--- src/rtl/rat_pkg.sv ---
package rat_pkg;
    localparam int ARCH_REGS_DEF = 16;
    localparam int PHYS_REGS_DEF = 64;
    localparam int NUM_SRC_DEF   = 2;

    // Write action taken on the alias table in a cycle
    typedef enum logic [1:0] {
        ACT_IDLE    = 2'd0,
        ACT_RENAME  = 2'd1,
        ACT_ZERO    = 2'd2,
        ACT_RESTORE = 2'd3
    } rat_act_e;

    function automatic bool_needs_alloc(input logic dst_en, input logic zero_idiom);
        return dst_en && !zero_idiom;
    endfunction
endpackage

--- src/rtl/rat_table.sv ---
module rat_table
    import rat_pkg::*;
#(
    parameter int ARCH_REGS = ARCH_REGS_DEF,
    parameter int PHYS_REGS = PHYS_REGS_DEF,
    parameter int NUM_SRC   = NUM_SRC_DEF,
    localparam int AW = $clog2(ARCH_REGS),
    localparam int TW = $clog2(PHYS_REGS)
) (
    input  logic                     clk,
    input  logic                     rst,
    input  logic [NUM_SRC*AW-1:0]    rd_addr,
    output logic [NUM_SRC*TW-1:0]    rd_tag,
    input  logic                     we,
    input  logic [AW-1:0]            waddr,
    input  logic [TW-1:0]            wdata,
    output logic [TW-1:0]            wold,
    input  logic                     restore_en,
    input  logic [ARCH_REGS*TW-1:0]  restore_map
);
    logic [TW-1:0] map_q [ARCH_REGS];

    always_ff @(posedge clk) begin
        if (rst) begin
            for (int i = 0; i < ARCH_REGS; i++) map_q[i] <= TW'(i);
        end else if (restore_en) begin
            for (int i = 0; i < ARCH_REGS; i++) map_q[i] <= restore_map[i*TW +: TW];
        end else if (we) begin
            map_q[waddr] <= wdata;
        end
    end

    // One lookup per source operand; reads see the pre-write table
    for (genvar g = 0; g < NUM_SRC; g++) begin : g_rd
        assign rd_tag[g*TW +: TW] = map_q[rd_addr[g*AW +: AW]];
    end

    assign wold = map_q[waddr];

    // an installed mapping is visible on the next cycle
    p_write_lands_r4: assert property (@(posedge clk) disable iff (rst)
        (we && !restore_en) |=> (map_q[$past(waddr)] == $past(wdata)));

    // restore loads every entry; spot-check first and last
    p_restore_first_r9: assert property (@(posedge clk) disable iff (rst)
        restore_en |=> (map_q[0] == $past(restore_map[TW-1:0])));
    p_restore_last_r9: assert property (@(posedge clk) disable iff (rst)
        restore_en |=> (map_q[ARCH_REGS-1] == $past(restore_map[ARCH_REGS*TW-1 -: TW])));
endmodule

--- src/rtl/rat_alloc_ctrl.sv ---
module rat_alloc_ctrl
    import rat_pkg::*;
#(
    parameter int PHYS_REGS = PHYS_REGS_DEF,
    localparam int TW = $clog2(PHYS_REGS),
    localparam logic [TW-1:0] ZERO_TAG = TW'(PHYS_REGS - 1)
) (
    input  logic          clk,
    input  logic          rst,
    input  logic          in_valid,
    input  logic          dst_en,
    input  logic          zero_idiom,
    input  logic          fl_valid,
    input  logic [TW-1:0] fl_tag,
    input  logic          restore_en,
    output logic          in_ready,
    output logic          fire,
    output logic          fl_pop,
    output logic          tbl_we,
    output logic [TW-1:0] new_tag,
    output logic          old_valid
);
    rat_act_e act;
    logic     need_alloc;

    assign need_alloc = bool_needs_alloc(dst_en, zero_idiom);
    assign in_ready   = !restore_en && (!need_alloc || fl_valid);
    assign fire       = in_valid && in_ready;

    always_comb begin
        act = ACT_IDLE;
        if (restore_en)           act = ACT_RESTORE;
        else if (fire && dst_en)  act = zero_idiom ? ACT_ZERO : ACT_RENAME;
    end

    assign fl_pop    = (act == ACT_RENAME);
    assign tbl_we    = (act == ACT_RENAME) || (act == ACT_ZERO);
    assign new_tag   = (act == ACT_ZERO) ? ZERO_TAG : fl_tag;
    assign old_valid = fire && dst_en;

    // never consume from an empty free list
    p_pop_has_tag_r4: assert property (@(posedge clk) disable iff (rst)
        fl_pop |-> fl_valid);
    // zero idioms leave the free list alone
    p_zero_no_pop_r8: assert property (@(posedge clk) disable iff (rst)
        (in_valid && zero_idiom) |-> !fl_pop);
    // restore blocks renaming
    p_restore_stall_r9: assert property (@(posedge clk) disable iff (rst)
        restore_en |-> (!in_ready && !fl_pop && !tbl_we));
    // no destination, no allocation
    p_no_dst_r6: assert property (@(posedge clk) disable iff (rst)
        (in_valid && !dst_en) |-> (!fl_pop && !old_valid));
    // a needed tag that is missing stalls the front end
    p_empty_stall_r7: assert property (@(posedge clk) disable iff (rst)
        (dst_en && !zero_idiom && !fl_valid) |-> !in_ready);
endmodule

--- src/rtl/rat_renamer.sv ---
module rat_renamer
    import rat_pkg::*;
#(
    parameter int ARCH_REGS = ARCH_REGS_DEF,
    parameter int PHYS_REGS = PHYS_REGS_DEF,
    localparam int AW = $clog2(ARCH_REGS),
    localparam int TW = $clog2(PHYS_REGS)
) (
    input  logic                    clk,
    input  logic                    rst,
    input  logic                    in_valid,
    output logic                    in_ready,
    input  logic [AW-1:0]           src0_arch,
    input  logic [AW-1:0]           src1_arch,
    input  logic                    dst_en,
    input  logic [AW-1:0]           dst_arch,
    input  logic                    zero_idiom,
    output logic [TW-1:0]           src0_tag,
    output logic [TW-1:0]           src1_tag,
    output logic [TW-1:0]           dst_tag,
    output logic [TW-1:0]           old_tag,
    output logic                    old_valid,
    input  logic                    fl_valid,
    input  logic [TW-1:0]           fl_tag,
    output logic                    fl_pop,
    input  logic                    restore_en,
    input  logic [ARCH_REGS*TW-1:0] restore_map
);
    localparam int NSRC = 2;

    logic [NSRC*AW-1:0] rd_addr;
    logic [NSRC*TW-1:0] rd_tag;
    logic               fire;
    logic               tbl_we;
    logic [TW-1:0]      new_tag;

    assign rd_addr  = {src1_arch, src0_arch};
    assign src0_tag = rd_tag[TW-1:0];
    assign src1_tag = rd_tag[2*TW-1:TW];
    assign dst_tag  = new_tag;

    rat_alloc_ctrl #(.PHYS_REGS(PHYS_REGS)) u_ctrl (
        .clk        (clk),
        .rst        (rst),
        .in_valid   (in_valid),
        .dst_en     (dst_en),
        .zero_idiom (zero_idiom),
        .fl_valid   (fl_valid),
        .fl_tag     (fl_tag),
        .restore_en (restore_en),
        .in_ready   (in_ready),
        .fire       (fire),
        .fl_pop     (fl_pop),
        .tbl_we     (tbl_we),
        .new_tag    (new_tag),
        .old_valid  (old_valid)
    );

    rat_table #(.ARCH_REGS(ARCH_REGS), .PHYS_REGS(PHYS_REGS), .NUM_SRC(NSRC)) u_table (
        .clk         (clk),
        .rst         (rst),
        .rd_addr     (rd_addr),
        .rd_tag      (rd_tag),
        .we          (tbl_we),
        .waddr       (dst_arch),
        .wdata       (new_tag),
        .wold        (old_tag),
        .restore_en  (restore_en),
        .restore_map (restore_map)
    );

    // a source naming the destination gets the displaced tag
    p_src_pre_write_r3: assert property (@(posedge clk) disable iff (rst)
        (fire && dst_en && src0_arch == dst_arch) |-> (src0_tag == old_tag));
    // the popped tag is the one reported as the destination
    p_pop_tag_r4: assert property (@(posedge clk) disable iff (rst)
        fl_pop |-> (dst_tag == fl_tag && fire));
    // a fire without destination leaves a later lookup unchanged
    p_no_dst_hold_r6: assert property (@(posedge clk) disable iff (rst)
        (fire && !dst_en && !restore_en) |=> $stable(old_tag) || $changed(dst_arch));
endmodule

--- config.mk ---
export PLATFORM = sky130hd
export DESIGN_NAME = rat_renamer
export DESIGN_NICKNAME = d
export VERILOG_FILES = /design/src/rtl/rat_pkg.sv /design/src/rtl/rat_table.sv /design/src/rtl/rat_alloc_ctrl.sv /design/src/rtl/rat_renamer.sv
export SDC_FILE = /design/constraint.sdc
export NUM_CORES = 1
export LEC_CHECK = 0
export ABC_AREA = 1
export CAP_MARGIN = 20
export CORE_MARGIN = 2
export CORE_UTILIZATION = 50
export CTS_CLUSTER_SIZE = 40
export DETAILED_ROUTE_END_ITERATION = 10
export DONT_BUFFER_PORTS = 1
export PLACE_DENSITY = 0.68
export SETUP_SLACK_MARGIN = 0.3
export SYNTH_ARGS = -nofsm -noshare
export SYNTH_HDL_FRONTEND = slang
export SYNTH_SLANG_ARGS = --single-unit
export TNS_END_PERCENT = 30
--- constraint.sdc ---
create_clock -name clk -period 2.25 [get_ports clk]
set_input_delay 0.3375 -clock clk [delete_from_list [all_inputs] [get_ports clk]]
set_output_delay 0.3375 -clock clk [all_outputs]
set_load 0.05 [all_outputs]
==> flow_metrics.py <==
metrics = {
    "run_status": {
        "status": "completed",
    },
    "worst_hold_path": {
        "min_path_type": "input pin to register",
        "hold_start": "restore_map[93]",
    },
    "final_layout": {
        "largest_reg_flops": 96,
        "regMostFlops": "u_table.map_q",
        "drive_above_1_share_pct": 9.81,
        "fillers": 1442,
        "nets": 1301,
        "utilization_pct": 56.9,
        "antenna_cells": 0,
        "area_delta_synth_final_pct": 12.6,
        "fin_area_um2": 8560,
        "reg_top3": "u_table.map_q x96",
    },
    "clock_network": {
        "clock_sinks": 96,
        "cts_max_level": 3,
        "root_buffer": "clkbuf_16",
        "cts_tree": "built",
        "clk_pin_slew_ns": 0.07,
        "cts.path.max_buffers": 2,
        "numCtsBuffers": 9,
    },
    "synth": {
        "ys_types": 21,
        "ys.warnings.count": 0,
        "netlist_area_um2": 7600,
        "synthCells": 1196,
        "avgSynthCellArea_um2": 6.36,
        "synthTopCellsByArea": "edfxtp_1 (38%), nand2_1 (25%), nand3_1 (15%), inv_1 (6.7%), o21ai_0 (4.9%)",
        "synthesis.nets": 1319,
        "synth_area_leader_cell": "edfxtp_1",
        "yosysSeqAreaShare_pct": 37.9,
        "netlist.area_leader.share_pct": 37.9,
        "synth_seq_cells": 96,
    },
    "critical_path": {
        "crit_type": "register to output port",
        "crit_required_ns": 1.91,
        "cpMaxStageDelayCell": "edfxtp_1",
        "critPathCaptureType": "output port",
        "crit_chain": "nand2_1 > nand2_1 > nand2_1 > nand2_1 > nand2_1 > nand2_1 > inv_1 > nand2_1 > buf_4",
        "critPathMostFrequentCell": "nand2_1",
        "crit_start": "u_table.map_q[12][4]$_DFFE_PP_",
        "crit_buf_inv": 2,
        "critical-path-max-stage-delay_ns": 0.47,
        "startpoint_type": "register",
        "crit_fanout": 2,
        "cp.arrival_ns": 1.58,
        "critPathTopFamily": "simple AND/OR/NAND/NOR gates",
    },
    "drt": {
        "totalWireLength_um": 25900,
        "drtPass1Iterations": 5,
        "drc_errors": 0,
        "via_count": 7986,
        "drtIter0Drc": 1252,
        "ant_nets": 0,
        "vias_per_cell": 5.82,
        "wl_per_cell_um": 18.9,
    },
    "placement": {
        "placed_area_um2": 8190,
        "dpl.hpwl_um": 19400,
        "io_buffers": 0,
        "place_congestion": 0.947,
    },
    "sta": {
        "setup_violations": 0,
        "final.min_clock_period_ns": 1.92,
        "slew_headroom_pct": 59.8,
        "rsz0062_at_grt": "yes",
        "timing.fmax_ghz": 0.521,
        "finalMaxSlewViolations": 0,
        "period_share_pct": 85.3,
        "finalSetupTns_ns": 0,
        "tightest_slew_ns": 0.604,
        "hold_viol_final": 0,
        "whs_ns": 0.192,
    },
    "global_routing": {
        "overflow": 0,
        "grt_pass1_wl_um": 39600,
        "grtUsageTotal_pct": 31.9,
        "antenna_found_initial": 0,
        "grt_max_degree": 65,
        "grt_pass1_vias": 7034,
    },
    "power": {
        "power.density_nw_per_um2": 613,
        "power_mw": 5.24,
        "leakage_nw": 4.13,
        "peakVddDrop_v": 0.000651,
    },
    "die": {
        "rows": 45,
        "fp.dieH_um": 127,
        "ios": 148,
        "start_util_pct": 50.6,
        "die_x_um": 127,
        "coreArea_um2": 15000,
        "dieArea_um2": 16200,
    },
    "job": {
        "maxCapViolations": 0,
    },
}
-- layer usage --
metal  up-vias  GRT usage (%)  part of all wire (%)
met4         0           8.73                   2.1
met3        41           7.58                    13
met1      3606           47.6                    42
li1       3811              -                     -
met2       528           46.4                    43
met5         -              0                     0
-- kinds of logic (layout without fill, tap and decap cells) --
kind of cell,after synthesis,in the layout,synth area share [%]
buffers and inverters,217,204,11.8
adders and majority gates,2,2,0.329
DFF,96,96,37.9
and+or+nand+nor,762,762,42.1
AOI/OAI and AO/OA,119,119,7.83
-- layout by cell type, fill, tap and decap left out, types with 2 or more instances in the layout --
cell type     n
nand2_1     479
inv_6         3
clkinv_1      4
edfxtp_1     96
clkbuf_16     9
clkinvlp_4    2
nand2_2      19
nor2_1       13
nand2_4       6
o21ai_1      33
nor2_4       12
o21ai_0      73
buf_4        29
inv_2         6
nand3_1     231
inv_4         3
buf_12       20
a21oi_1      11
a21oi_2       2
inv_1       125
-- synth_stat cells --
library cell / count
buf_6: 4
ha_1: 2
a21oi_1: 13
buf_4: 6
o21ai_1: 32
nand2_2: 2
clkbuf_1: 30
edfxtp_1: 96
buf_2: 26
o21ai_0: 74
buf_1: 12
clkinv_1: 3
nand2_1: 501
nand3b_1: 1
nand2_4: 1
nor2_4: 4
nor2_1: 20
inv_1: 135
nor2_2: 1
inv_2: 1
nand3_1: 232
-- per-stage QoR --
stage,std cells,setup WS [ns]
CTS,1364,0.253
floorplan,1196,0.110
detailed placement,1347,0.0720
finish,1371,0.332
global route,1371,0.254
global placement,1347,0.131
-- worst paths after layout --
path	to	slack [ns]	cells past startpoint
max	old_tag[4]	0.33	9
min	u_table.map_q[15][3]$_DFFE_PP_	0.19	2
-- power by group --
part | switching, mW | total, mW | internal [mW]
sequential | 0.169 | 2.32 | 2.15
clock | 0.679 | 1.55 | 0.874
combinational | 0.875 | 1.37 | 0.492
total | 1.72 | 5.24 | 3.52
-- cell type report --
class                   instances  area [um^2]  share of cell area (%)
clock buffers                   9          225                    2.63
well taps                     188          235                    2.75
repair buffers                 49          618                    7.22
clock inverters                 7         78.8                   0.921
multi-input cells             883         3980                    46.5
flip-flops and latches         96         2880                    33.7
inverters                     139          534                    6.24
-- what timing repair did --
action / 4_1_cts / 5_1_grt
hold endpoints to repair: 0 / 0
pin swaps: 1 / 2
gates resized for setup: 0 / 3
buffers inserted: 1 / 7
hold buffers: 0 / 0
endpoints found under the setup margin: 2 / 12
(Power assumes the default switching activity.)
